File: src/rtl/hsn_pkg.sv
package hsn_pkg;

   // Index of the voice that feeds voice idx in a ring of n voices.
   function automatic int unsigned ring_src(input int unsigned idx, input int unsigned n);
      return (idx + n - 1) % n;
   endfunction

   // Index of the voice that feeds the feeder of voice idx.
   function automatic int unsigned ring_src2(input int unsigned idx, input int unsigned n);
      return (idx + n - 2) % n;
   endfunction

endpackage

File: src/rtl/hsn_phase_acc.sv
module hsn_phase_acc #(
   parameter int unsigned ACC_W  = 24,
   parameter int unsigned FREQ_W = 16
) (
   input  logic              clk,
   input  logic              rst_n,
   input  logic [FREQ_W-1:0] freq,
   input  logic              test,
   input  logic              clear,
   output logic [ACC_W-1:0]  acc_q,
   output logic              rise_next,
   output logic              rise_q
);
   localparam int unsigned TOP = ACC_W - 1;
   localparam int unsigned PAD = ACC_W - FREQ_W;

   generate
      if (FREQ_W > ACC_W || FREQ_W == 0) begin : g_bad_width
         $error("hsn_phase_acc: FREQ_W must be in 1..ACC_W");
      end
   endgenerate

   logic [ACC_W-1:0] freq_ext;
   logic [ACC_W-1:0] sum;
   logic [ACC_W-1:0] next_val;

   generate
      if (PAD == 0) begin : g_nopad
         assign freq_ext = freq;
      end else begin : g_pad
         assign freq_ext = {{PAD{1'b0}}, freq};
      end
   endgenerate

   always_comb begin
      sum       = acc_q + freq_ext;
      next_val  = test ? '0 : sum;
      rise_next = next_val[TOP] & ~acc_q[TOP];
   end

   always_ff @(posedge clk) begin
      if (!rst_n) begin
         acc_q  <= '0;
         rise_q <= 1'b0;
      end else begin
         acc_q  <= clear ? '0 : next_val;
         rise_q <= rise_next;
      end
   end

   p_test_zero_r2: assert property (@(posedge clk) disable iff (!rst_n)
      test |=> (acc_q == '0 && !rise_q));

   p_add_r3: assert property (@(posedge clk) disable iff (!rst_n)
      (!test && !clear) |=> acc_q == $past(acc_q + freq_ext));

   p_restart_r6: assert property (@(posedge clk) disable iff (!rst_n)
      clear |=> acc_q == '0);

   p_no_rise_from_high_r4: assert property (@(posedge clk) disable iff (!rst_n)
      acc_q[TOP] |=> !rise_q);

endmodule

File: src/rtl/hsn_sync_resolve.sv
module hsn_sync_resolve
   import hsn_pkg::*;
#(
   parameter int unsigned N_VOICES = 3,
   parameter bit          GUARD_EN = 1'b1
) (
   input  logic                clk,
   input  logic                rst_n,
   input  logic [N_VOICES-1:0] rise,
   input  logic [N_VOICES-1:0] sync,
   output logic [N_VOICES-1:0] clear
);
   generate
      if (N_VOICES < 2) begin : g_bad_count
         $error("hsn_sync_resolve: ring needs at least two voices");
      end
   endgenerate

   for (genvar gi = 0; gi < N_VOICES; gi++) begin : g_voice
      localparam int unsigned SRC  = ring_src(gi, N_VOICES);
      localparam int unsigned SRC2 = ring_src2(gi, N_VOICES);
      logic blocked;
      if (GUARD_EN) begin : g_guard
         assign blocked = sync[SRC] & rise[SRC2];
      end else begin : g_noguard
         assign blocked = 1'b0;
      end
      assign clear[gi] = rise[SRC] & sync[gi] & ~blocked;

      p_need_edge_r8: assert property (@(posedge clk) disable iff (!rst_n)
         clear[gi] |-> (rise[SRC] && sync[gi]));
   end

endmodule

File: src/rtl/hsn_sync_ring.sv
module hsn_sync_ring
   import hsn_pkg::*;
#(
   parameter int unsigned N_VOICES = 3,
   parameter int unsigned ACC_W    = 24,
   parameter int unsigned FREQ_W   = 16,
   parameter bit          GUARD_EN = 1'b1
) (
   input  logic                         clk,
   input  logic                         rst_n,
   input  logic [N_VOICES*FREQ_W-1:0]   freq_i,
   input  logic [N_VOICES-1:0]          sync_i,
   input  logic [N_VOICES-1:0]          test_i,
   output logic [N_VOICES*ACC_W-1:0]    acc_o,
   output logic [N_VOICES-1:0]          msb_rise_o
);
   logic [N_VOICES-1:0] rise_next;
   logic [N_VOICES-1:0] clear;

   for (genvar gi = 0; gi < N_VOICES; gi++) begin : g_acc
      hsn_phase_acc #(.ACC_W(ACC_W), .FREQ_W(FREQ_W)) u_acc (
         .clk      (clk),
         .rst_n    (rst_n),
         .freq     (freq_i[gi*FREQ_W +: FREQ_W]),
         .test     (test_i[gi]),
         .clear    (clear[gi]),
         .acc_q    (acc_o[gi*ACC_W +: ACC_W]),
         .rise_next(rise_next[gi]),
         .rise_q   (msb_rise_o[gi])
      );
   end

   hsn_sync_resolve #(.N_VOICES(N_VOICES), .GUARD_EN(GUARD_EN)) u_res (
      .clk  (clk),
      .rst_n(rst_n),
      .rise (rise_next),
      .sync (sync_i),
      .clear(clear)
   );

   for (genvar gi = 0; gi < N_VOICES; gi++) begin : g_chk
      localparam int unsigned SRC  = ring_src(gi, N_VOICES);
      localparam int unsigned SRC2 = ring_src2(gi, N_VOICES);

      p_ring_restart_r5: assert property (@(posedge clk) disable iff (!rst_n)
         (msb_rise_o[SRC] && $past(sync_i[gi]) &&
          !(GUARD_EN && $past(sync_i[SRC]) && msb_rise_o[SRC2]))
         |-> acc_o[gi*ACC_W +: ACC_W] == '0);

      if (GUARD_EN) begin : g_guard_chk
         p_guard_r7: assert property (@(posedge clk) disable iff (!rst_n)
            (msb_rise_o[SRC] && msb_rise_o[SRC2] && $past(sync_i[SRC]) &&
             !$past(test_i[gi]) && !msb_rise_o[SRC] ^ msb_rise_o[SRC])
            |-> acc_o[gi*ACC_W +: ACC_W] ==
                $past(acc_o[gi*ACC_W +: ACC_W]) +
                ACC_W'($past(freq_i[gi*FREQ_W +: FREQ_W])));
      end
   end

   p_reset_r1: assert property (@(posedge clk)
      !rst_n |=> (acc_o == '0 && msb_rise_o == '0));

endmodule

File: config.mk
export PLATFORM = sky130hd
export DESIGN_NAME = hsn_sync_ring
export DESIGN_NICKNAME = d
export VERILOG_FILES = /design/src/rtl/hsn_pkg.sv /design/src/rtl/hsn_phase_acc.sv /design/src/rtl/hsn_sync_resolve.sv /design/src/rtl/hsn_sync_ring.sv
export SDC_FILE = /design/constraint.sdc
export NUM_CORES = 1
export LEC_CHECK = 0
export ABC_AREA = 1
export BUFFER_PORTS_ARGS = -buffer_cell sky130_fd_sc_hd__buf_2
export CORE_ASPECT_RATIO = 2
export CORE_MARGIN = 3
export CORE_UTILIZATION = 45
export DETAILED_ROUTE_END_ITERATION = 16
export PLACE_DENSITY = 0.74
export SETUP_SLACK_MARGIN = 0.02
export SYNTH_ARGS = -nofsm -noshare
export SYNTH_HDL_FRONTEND = slang
export SYNTH_SLANG_ARGS = --single-unit
File: constraint.sdc
create_clock -name clk -period 6.1 [get_ports clk]
set_input_delay 1.525 -clock clk [delete_from_list [all_inputs] [get_ports clk]]
set_output_delay 1.525 -clock clk [all_outputs]
set_load 0.02 [all_outputs]
==> out/qor.csv <==
stage,metric,value,unit
logic_synthesis,xor/xnor share of the synthesized area,7.30,%
logic_synthesis,Syn Nets,1015,
logic_synthesis,Seq cells post-synth,75,
power,Comb pwr share,29.6,%
logic_synthesis,Synth Area in Compound Gates,6.88,%
global_route,vias in the first global route,5911,
detailed_routing,First-pass DRT Iterations,5,
sta,Final Skew,0.00661,ns
clocking,post-CTS setup buffer count,0,
power,Sw Ratio,33.8,%
sta,Hold Fails Final Rpt,0,
logic_synthesis,Avg Synthesized Cell Area,6.61,µm²
logic_synthesis,simple-gate portion of the synthesized area,38.0,%
sta,Relative slew margins,69.7,%
global_route,largest net degree at the start of global routing,25,
worst_hold_path,worst hold-check path type,reg2reg,
worst_setup_path,launch point of the worst reg-to-reg path,g_acc[2].u_acc.acc_q[0],
placed_design,Area after DPL,6720,µm²
sta,maximum clock rate,317,MHz
sta,minimum clock period,3.15,ns
clocking,CTS Root Cell,clkbuf_16,
clocking,CTS hold repair buffers,0,
clocking,worst skew pair latency,0.34,ns
worst_hold_path,Hold Crit Start,g_acc[1].u_acc.acc_q[19],
detailed_routing,post-route DRC violation count,0,
logic_synthesis,Netlist cell types,28,
sta,RSZ-0062 raised after global routing,false,
logic_synthesis,multiplexer area fraction after synthesis,0,%
power,part of the power in registers,33.7,%
power,Tot Pwr,1590,µW
clocking,Post-CTS Resized,0,
global_route,total grt overflow,0,
placed_design,port bufs,130,
logic_synthesis,largest family of logic cells by synthesized area,simple AND/OR/NAND/NOR gates,
logic_synthesis,synth warn,0,
logic_synthesis,Synth Area in Adders,11.0,%
sta,Slew Limit Fails,0,
power,PwrDens,226,nW/µm²
run_status,status,"finished, final reports clean",
clocking,clock-pin slew on the worst setup and hold paths,0.06,ns
power,Psw,538,µW
finish,layout cells sized above 1,22.8,%
finish,P&R area growth vs syn,17.4,%
detailed_routing,Initial DRC Count,161,
global_route,GRT Util Overall,22.5,%
detailed_routing,Detail Route Antenna Nets,0,
global_route,first-pass GRT wire length,26.2,mm
floorplanning,Site Rows,59,
sta,Final setup viols,0,
sta,Tcrit/Tclk final,51.7,%
global_route,initial antenna violation count,0,
floorplanning,Die Width,87.6,µm
worst_setup_path,Setup CP Type,in2reg,
worst_setup_path,Critical Path Start Type,input pin,
logic_synthesis,cells after synthesis,908,
detailed_routing,routed via count,6005,
detailed_routing,WL per Instance,13.7,µm
logic_synthesis,sequential area share after synthesis,25.0,%
sta,TNS Setup,0,ns
worst_setup_path,worst-path maximum fanout,4,
power,Int Pwr,1060,µW
worst_setup_path,Critical Path Source,freq_i[32],
placed_design,DP HPWL,13.8,mm
finish,antenna cells,0,
floorplanning,num ports,131,
floorplanning,Die Area,14800,µm²
worst_setup_path,Critical Path Sink Type,flip-flop,
power,Clk network pwr share,36.7,%
worst_setup_path,CP arrival,3.43,ns
logic_synthesis,area of the mapped netlist,6000,µm²
clocking,# clock sinks,75,
floorplanning,Core ar.,13100,µm²
clocking,CTS tree,built,
finish,Layout Nets,1147,
power,Worst VDD drop,143,µV
detailed_routing,WL final,16.4,mm
detailed_routing,Avg Vias per Cell,5.02,
clocking,# H-tree levels,3,
job,max-capacitance violation count,0,
placed_design,GP Congestion,0.928,
floorplanning,Die Y-Extent,169,µm
floorplanning,initial cell density of the core,45.9,%
power,Leak Pwr,0.00382,µW
clocking,Max Root-Sink Buffers,2,
clocking,total CTS buffers,9,
worst_setup_path,Crit path required time,6.37,ns
sta,Worst-Margin Slew,0.449,ns
finish,final instance area,7040,µm²
## sequential cells by signal, summed over array words and instances (netlist names)
name and flops:
g_acc.u_acc.acc_q 72, g_acc.u_acc.rise_q 3
## stage by stage
stage	setup slack (ns)	cells	hold slack [ns]	utilization, %
6_report	2.95	1197	0.579	53.9
5_1_grt	2.71	1197	0.623	53.9
4_1_cts	2.95	1197	0.580	53.9
3_5_place_dp	2.58	1181	0.565	51.4
3_3_place_gp	2.60	1181	0.559	51.4
2_1_floorplan	2.99	908	0.619	-
## metal layers
layer	up-vias	share of wire [%]	GRT usage, %
li1	3098	-	-
met1	2680	32	18.6
met2	173	58	45.9
met3	54	3.6	3.55
met4	0	5.7	14.2
met5	-	0	0
## cell usage after synthesis, drive strengths merged
cell    count  area share, %
xor2       34            5.0
xnor2      16            2.3
nor3       13            1.1
nor2      152             13
a21boi      1           0.13
fa          3            1.0
buf         9            2.1
nand4      15            1.6
a21o        4           0.50
o21bai      4           0.50
nand3b      9            1.1
o22ai       2           0.21
nand2     249             17
nand3      50            4.6
and2        4           0.42
dfxtp      75             25
ha         48             10
a21oi      47            4.0
inv       155            9.7
o21ai      18            1.5
## worst max-delay path, cell delays in order
cell and delay [ns]:
buf_2 0.08, ha_1 0.15, inv_1 0.05, fa_1 0.40
o21ai_0 0.41, nand2_1 0.09, nand2_1 0.17, nand2_1 0.07
nand3_1 0.14, xor2_1 0.16, inv_1 0.08, nor2_4 0.09
## cell usage in the layout (no fill, tap or decap), types with 18 or more instances in the layout
| cell | synthesis | final |
|---|---|---|
| nand2_1 | 232 | 232 |
| inv_1 | 155 | 155 |
| buf_2 | 0 | 130 |
| nor2_1 | 84 | 84 |
| dfxtp_1 | 75 | 75 |
| nor2_2 | 64 | 64 |
| ha_1 | 48 | 48 |
| a21oi_1 | 45 | 45 |
| nand3_1 | 45 | 45 |
| xor2_1 | 34 | 34 |
| o21ai_0 | 18 | 18 |
## worst paths after layout
kind,endpoint,slack (ns),cells after the start
setup reg to reg,g_acc[2].u_acc.acc_q[14],3.85,11
hold / removal,g_acc[1].u_acc.acc_q[19],0.58,3
setup / recovery,g_acc[2].u_acc.acc_q[14],2.95,12
hold reg to reg,g_acc[1].u_acc.acc_q[19],0.58,3
## layout make-up
cell class              count  area (µm²)
well taps                 152         190
repair buffers            130         651
inverters                 155         582
clock inverters             6        88.8
multi-input cells         669        3790
clock buffers              10         239
fillers                  1319        6020
flip-flops and latches     75        1500
## cells by family (layout without fill, tap and decap cells)
group,count (synthesis),count (layout)
flip-flops,75,75
XOR/XNOR,50,50
AO/OA/AOI/OAI,76,76
buffers and inverters,164,301
AND/OR/NAND/NOR,492,492
adder cells (fa/ha/maj),51,51
## power groups by stage
stage	clock network [µW]	logic [µW]	registers, µW
5_1_grt	623	528	540
4_1_cts	605	474	537
2_1_floorplan	0	319	580
3_3_place_gp	0	468	547
6_report	585	473	537
3_5_place_dp	0	471	548
Note: power is estimated with default switching activity, not from simulation.
